### src/rtl/pps_sync_pkg.sv
package pps_sync_pkg;

    typedef enum logic [2:0] {
        ST_IDLE      = 3'd0,
        ST_WAIT_PPS  = 3'd1,
        ST_DELAY     = 3'd2,
        ST_SYNC_HIGH = 3'd3,
        ST_DONE      = 3'd4
    } seq_state_e;

    typedef struct packed {
        seq_state_e state;
        logic       sync;
        logic       done;
    } seq_ctl_t;

endpackage

### src/rtl/pps_sync_chain.sv
// Multi-flop synchronizer for the asynchronous PPS input.
module pps_sync_chain #(
    parameter int STAGES = 2
) (
    input  logic clk,
    input  logic rst,
    input  logic din,
    output logic dout
);
    logic [STAGES-1:0] stg_d, stg_q;

    always_comb begin
        stg_d = {stg_q[STAGES-2:0], din};
    end

    always_ff @(posedge clk) begin
        if (rst) stg_q <= '0;
        else     stg_q <= stg_d;
    end

    assign dout = stg_q[STAGES-1];
endmodule

### src/rtl/pps_rise_detect.sv
// Flags a low-to-high step of the synchronized level, one cycle wide.
module pps_rise_detect (
    input  logic clk,
    input  logic rst,
    input  logic level,
    output logic rise
);
    logic prev_d, prev_q;

    always_comb begin
        prev_d = level;
    end

    always_ff @(posedge clk) begin
        if (rst) prev_q <= 1'b0;
        else     prev_q <= prev_d;
    end

    assign rise = level & ~prev_q;
endmodule

### src/rtl/pps_delay_cnt.sv
// Down counter: loaded with the extra delay and flags the last counted cycle.
module pps_delay_cnt #(
    parameter int W = 8
) (
    input  logic         clk,
    input  logic         rst,
    input  logic         load,
    input  logic [W-1:0] load_val,
    output logic         expire
);
    localparam logic [W-1:0] ONE = W'(1);

    logic [W-1:0] cnt_d, cnt_q;

    always_comb begin
        cnt_d = cnt_q;
        if (load)              cnt_d = load_val;
        else if (cnt_q != '0)  cnt_d = cnt_q - ONE;
    end

    always_ff @(posedge clk) begin
        if (rst) cnt_q <= '0;
        else     cnt_q <= cnt_d;
    end

    assign expire = (cnt_q == ONE);
endmodule

### src/rtl/pps_sync_pulse_gen.sv
// Arms on a level trigger, waits for a PPS rising edge, then raises SYNC
// after SYNC_STAGES + extra_delay_in cycles and reports completion.
module pps_sync_pulse_gen
    import pps_sync_pkg::*;
#(
    parameter int DELAY_W     = 8,
    parameter int SYNC_STAGES = 2
) (
    input  logic               clk,
    input  logic               rst,
    input  logic               pps_in,
    input  logic               arm_in,
    input  logic [DELAY_W-1:0] extra_delay_in,
    output logic               sync_out,
    output logic               done_out
);
    localparam seq_ctl_t CTL_RESET = '{state: ST_IDLE, sync: 1'b0, done: 1'b0};

    logic pps_lvl;
    logic pps_rise;
    logic cnt_load;
    logic cnt_expire;

    seq_ctl_t ctl_d, ctl_q;

    pps_sync_chain #(.STAGES(SYNC_STAGES)) u_sync (
        .clk  (clk),
        .rst  (rst),
        .din  (pps_in),
        .dout (pps_lvl)
    );

    pps_rise_detect u_edge (
        .clk   (clk),
        .rst   (rst),
        .level (pps_lvl),
        .rise  (pps_rise)
    );

    pps_delay_cnt #(.W(DELAY_W)) u_cnt (
        .clk      (clk),
        .rst      (rst),
        .load     (cnt_load),
        .load_val (extra_delay_in),
        .expire   (cnt_expire)
    );

    always_comb begin
        ctl_d    = ctl_q;
        cnt_load = 1'b0;
        unique case (ctl_q.state)
            ST_IDLE: begin
                if (arm_in) ctl_d.state = ST_WAIT_PPS;
            end
            ST_WAIT_PPS: begin
                if (!arm_in) begin
                    ctl_d.state = ST_IDLE;
                end else if (pps_rise) begin
                    if (extra_delay_in == '0) begin
                        ctl_d.state = ST_SYNC_HIGH;
                    end else begin
                        ctl_d.state = ST_DELAY;
                        cnt_load    = 1'b1;
                    end
                end
            end
            ST_DELAY: begin
                if (!arm_in)         ctl_d.state = ST_IDLE;
                else if (cnt_expire) ctl_d.state = ST_SYNC_HIGH;
            end
            ST_SYNC_HIGH: begin
                if (!arm_in) ctl_d.state = ST_IDLE;
                else         ctl_d.state = ST_DONE;
            end
            ST_DONE: begin
                if (!arm_in) ctl_d.state = ST_IDLE;
            end
            default: ctl_d.state = ST_IDLE;
        endcase
        ctl_d.sync = (ctl_d.state == ST_SYNC_HIGH) || (ctl_d.state == ST_DONE);
        ctl_d.done = (ctl_d.state == ST_DONE);
    end

    always_ff @(posedge clk) begin
        if (rst) ctl_q <= CTL_RESET;
        else     ctl_q <= ctl_d;
    end

    assign sync_out = ctl_q.sync;
    assign done_out = ctl_q.done;
endmodule

### config.mk
export PLATFORM = sky130hd
export DESIGN_NAME = pps_sync_pulse_gen
export DESIGN_NICKNAME = d
export VERILOG_FILES = /design/src/rtl/pps_sync_pkg.sv /design/src/rtl/pps_sync_chain.sv /design/src/rtl/pps_rise_detect.sv /design/src/rtl/pps_delay_cnt.sv /design/src/rtl/pps_sync_pulse_gen.sv
export SDC_FILE = /design/constraint.sdc
export NUM_CORES = 1
export LEC_CHECK = 0
export ABC_AREA = 1
export BUFFER_PORTS_ARGS = -buffer_cell sky130_fd_sc_hd__clkbuf_2
export CORE_MARGIN = 2
export CORE_UTILIZATION = 30
export DETAILED_ROUTE_END_ITERATION = 8
export PLACE_DENSITY_LB_ADDON = 0.3
export SKIP_CTS_REPAIR_TIMING = 1
export SYNTH_ARGS = -nofsm -noshare
export SYNTH_HDL_FRONTEND = slang
export SYNTH_SLANG_ARGS = --single-unit
### constraint.sdc
create_clock -name clk -period 1.6 [get_ports clk]
set_clock_uncertainty 0.2 [all_clocks]
set_input_delay 0.08 -clock clk [delete_from_list [all_inputs] [get_ports clk]]
set_output_delay 0.08 -clock clk [all_outputs]
set_load 0.01 [all_outputs]
After elaboration in Yosys (flattened, before gate mapping)
Cells that the tools add are included.
Widths: inputs -> output; s select.
{ "classes": {"add_sub_neg": 1, "eq_ne": 7, "muxes": 15, "bitwise_logic": 2, "reduce_logical": 5} }
{ "ops": {"columns": ["cell", "n"], "rows": [
  ["$mux 3", 7],
  ["$mux 8", 2],
  ["$pmux 3 s5", 1],
  ["$eq 3x2->1 const B", 3],
  ["$eq 8x1->1 const B", 1],
  ["$logic_not 8->1", 1],
  ["$reduce_bool 8->1", 1],
  ["$sub 8x1->8 const B", 1],
  ["$eq 3x3->1 const B", 2],
  ["$mux 1", 5],
  ["$eq 3x1->1 const B", 1],
  ["$logic_not 3->1", 1],
  ["$reduce_bool 2->1", 1],
  ["$and 1x1->1", 1],
  ["$logic_or 1x1->1", 1],
  ["$not 1->1", 1]
]} }
{ "totals": {"register_bits": 16, "in_bits": 12, "output_inout_bits": 2} }

Logic depth before layout (Yosys ltp)
{ "depth": {"ltp_word": 7, "mapped_depth": 10, "mapped_depth_nobuf": 10} }

By module
Synthesis repeated with hierarchy kept, for this count alone.
{ "unflattened": {"hier_cells": 134, "hier_area_um2": 879.6} }
{ "by_module_without_submodules": {"columns": ["module", "instances", "cells_per_inst", "area_per_inst_um2", "seq_area_each_um2"], "rows": [
  ["pps_delay_cnt", 1, 89, 554.3, 160.2],
  ["pps_sync_pulse_gen", 1, 35, 239.0, 100.1],
  ["pps_sync_chain", 1, 6, 55.1, 40.0],
  ["pps_rise_detect", 1, 4, 31.3, 20.0]
]} }

Least setup slack after synthesis
Ideal clock, no wire load.
{ "synth_timing": {"path_type": "register to register", "start": "register u_cnt.cnt_q[0]", "end": "register u_cnt.cnt_q[5]", "arrival_time_ps": 1111, "slack_ps": 174, "path_stages_with_launch": 8, "path_buffers": 0, "synth_period_minus_slack_ps": 1426, "cell_sequence": "dfxtp_1 -> inv_1 -> ha_1 -> nand2_2 -> nor2_2 -> nand2_1 -> nand2_1 -> nor2_1"} }
{ "synth_via": {"elab_chain_len": 3} }
{ "synth_rtl": {"columns": ["item", "line_no", "source"], "rows": [
  ["start, declared", "pps_delay_cnt.sv:13", "logic [W-1:0] cnt_d, cnt_q;"],
  ["start signal, assigned", "pps_delay_cnt.sv:23", "else cnt_q <= cnt_d;"],
  ["$sub 8x1->8", "pps_delay_cnt.sv:18", "else if (cnt_q != '0) cnt_d = cnt_q - ONE;"],
  ["$mux 8", "pps_delay_cnt.sv:18", null],
  ["$mux 8", "pps_delay_cnt.sv:17", "if (load) cnt_d = load_val;"]
]} }
Several ways; a longest one is shown, not always the timed one. The select of a mux whose other input is x is not followed.
A chain may end at the register's enable or synchronous reset.

Worst setup path in the final report
{ "layout_timing": {"start": "register u_cnt.cnt_q[0]", "end": "register u_cnt.cnt_q[1]"} }
The elaborated chain is that of the path after synthesis.

==> impl_metrics.csv <==
group,metric,value,unit
placed_design,dp_worst_setup_slack,10.98,ps
layout,area_growth,30.94,%
sta,fmax,673.4,MHz
route,dr.pass1.iters,4,
critical_path,r2r_slack,110,ps
die,ios,14,
layout,antenna_cells,0,
sta,timing_hold_violations_final,2,
synthesis,async_flop_share,0,%
synthesis,synth.most_common_cell,"nand2_1",
global_routing,grt_use_met3,2.009,%
route,wirelength,1794,um
global_routing,antenna_found_initial,0,
route,drtIter0Drc,11,
sta,post-route-min-period,1485,ps
synthesis,synth_edf_count,0,
layout,final_nets,178,
job,maxCapViolCount,0,
route,via_per_inst,4.448,
sta,worstMarginPinSlew,205.8,ps
layout,fin_cells,194,
power_and_ir_drop,p_leak,0.6133,nW
sta,grt_setup_unrepaired,"no",
critical_path,cp_max_fo,4,
synthesis,yosys.area.top_type,"dfxtp_1",
route,drcViolationCount,0,
route,vias,863,
die,die_w,57.84,um
die,coreArea,0.002758,mm2
sta,timing.final.crit_share,92.81,%
placed_design,placed_area,992.2,um2
synthesis,ys_types,18,
clock_tree,clk_pin_slew,90,ps
global_routing,grt_util_met2,22.73,%
sta,setup_slack,115.0,ps
clock_tree,cts_htree_levels,1,
power_and_ir_drop,total_power,1.713,mW
status,outcome,"complete, but fails checks",
clock_tree,cts_made_buffers,3,
synthesis,ys_dominant_reg_cell,"dfxtp_1",
clock_tree,clock-sinks,16,
die,dieHeight,57.84,um
sta,relSlewSlack,86.14,%
synthesis,yosysTopAreaCellShare,36.83,%
global_routing,grt_use_total,11.95,%
critical_path,crit_required,1630,ps
synthesis,synth_area_leaders,"dfxtp_1 (37%), nand2_1 (16%), inv_1 (11%), nor2_1 (6.5%), nand3_1 (6.3%)",
critical_path,critPathMaxStageDelay,350,ps
clock_tree,insertion_delay,290,ps
critical_path,crit_arrival,1520,ps
global_routing,grt_max_degree,10,
sta,drv_slew,0,
die,num_rows,19,
synthesis,avgSynthCellArea,6.489,um2
route,final_antenna_net_count,0,
die,start_util,31.53,%
hold_path,min_path_type,"in -> reg",
synthesis,synth-seq-cells,16,
critical_path,worst_path_max_delay_cell,"dfxtp_1",
critical_path,cp-start-kind,"flop",
power_and_ir_drop,p_per_area,1504,mW/mm2
synthesis,yosys_warnings,0,
synthesis,synth_fp_nets,148,
placed_design,dp_hpwl,1432,um
clock_tree,clockBufferDepth,2,
synthesis,ys_seq_area_share,36.83,%
layout,drive_gt1_share,20.86,%
global_routing,grtUsageMet1,12.86,%
die,fp.dieArea,0.003345,mm2
synthesis,netlist_instances,134,
critical_path,path_class,"reg -> reg",
route,wire_per_inst,9.247,um
critical_path,path_cells,"inv_2 > ha_4 > nand2_2 > nor2_2 > inv_1 > nand2_1 > nand2_1 > o21ai_2 > inv_1 > nor2_2",
global_routing,grt_pass1_vias,813,
placed_design,portBuffers,13,
placed_design,dp_cells,181,
synthesis,syn_area,869.6,um2
clock_tree,cts-root-buf,"clkbuf_4",
sta,finalSetupTns,0,ps
synthesis,synth_common_cells,"nand2_1 (38), inv_1 (26), dfxtp_1 (16), nor2_1 (15), nand3_1 (11)",
placed_design,place_congestion,0.9126,
sta,whs,-5.067,ps
status,failed_checks,"negative hold slack",
global_routing,grt_pass1_wl,3098,um
global_routing,grt-busiest-layer,"met2",
critical_path,crit_family,"simple AND/OR/NAND/NOR gates",
global_routing,grt_overflow,0,
power_and_ir_drop,peakVddDrop,0.6725,mV
critical_path,cp-end-kind,"flop",
clock_tree,cts_tree,"built",
sta,setup_viol,0,
critical_path,path_buf_inv,3,
layout,postLayoutCellArea,0.001139,mm2
-- worst min-delay path: cells and delay by family --
family	cells	cell delay [ps]
and+or+nand+nor	3	220
buffers and inverters	2	140
-- final cells by class --
cell class                      instances  area [um2]
Sequential cell                        16       320.3
Inverter                               26       97.59
Multi-Input combinational cell         91       460.4
Timing Repair Buffer                   26       185.2
Tap cell                               31       38.79
Fill cell                             290        1619
Clock buffer                            4       36.28
-- routing by layer --
metal,wire length [um],share of wire (%)
met5,0,0
met4,28,1.6
met3,40,2.2
met2,987,55
met1,738,41
-- power breakdown --
group          switching, mW  total [mW]  leakage (nW)  internal, mW
clock network          0.128       0.266        0.0210         0.139
logic                  0.494       0.871         0.461         0.377
registers             0.0796       0.576         0.131         0.496
total                  0.701        1.71         0.613          1.01
-- cell families (layout without fill, tap and decap cells) --
group | after synthesis | after routing | synth area share [%]
AND/OR/NAND/NOR | 77 | 77 | 39.14
AO/OA/AOI/OAI | 9 | 9 | 5.611
XOR/XNOR | 3 | 3 | 3.022
flip-flops | 16 | 16 | 36.83
buffers and inverters | 27 | 56 | 12.52
adder cells (fa/ha/maj) | 2 | 2 | 2.877
-- sequential cells by signal, indices dropped and copies added (netlist names) --
register	flops
u_cnt.cnt_q	8
ctl_q	3
u_sync.stg_q	2
done_out	1
sync_out	1
u_edge.prev_q	1
-- stage by stage --
stage	hold slack [ps]	utilization, %
6_report	-5.067	41.29
5_1_grt	13.54	41.29
4_1_cts	-236.5	37.30
3_5_place_dp	79.15	35.98
3_3_place_gp	78.96	35.98
2_1_floorplan	-48.82	-
-- cells in the final DEF, fill, tap and decap left out --
| cell | instances |
|---|---|
| dfxtp_1 | 16 |
| inv_1 | 25 |
| dlygate4sd3_1 | 9 |
| ha_4 | 1 |
| nand2_4 | 1 |
| xor2_1 | 2 |
| o21ai_2 | 1 |
| nand2_2 | 3 |
| clkbuf_8 | 1 |
| clkbuf_4 | 3 |
| or2_0 | 1 |
| and2_1 | 1 |
| nor2_1 | 15 |
| o21ai_0 | 3 |
| a21oi_1 | 5 |
| buf_4 | 4 |
| nand2_1 | 37 |
| nor2_4 | 1 |
| nand4_1 | 2 |
| nor2_2 | 5 |
| ha_1 | 1 |
| inv_2 | 1 |
| nand3_1 | 11 |
| clkbuf_2 | 13 |
| xnor2_1 | 1 |
-- worst paths after layout --
| kind | to | startpoint | cells after the start |
|---|---|---|---|
| max | u_cnt.cnt_q[1] | u_cnt.cnt_q[0] | 10 |
| min | u_cnt.cnt_q[6] | extra_delay_in[6] | 5 |
| min reg2reg | u_sync.stg_q[1] | u_sync.stg_q[0] | 2 |
| max reg2reg | u_cnt.cnt_q[1] | u_cnt.cnt_q[0] | 10 |
Power figures use the tool's default switching activity.
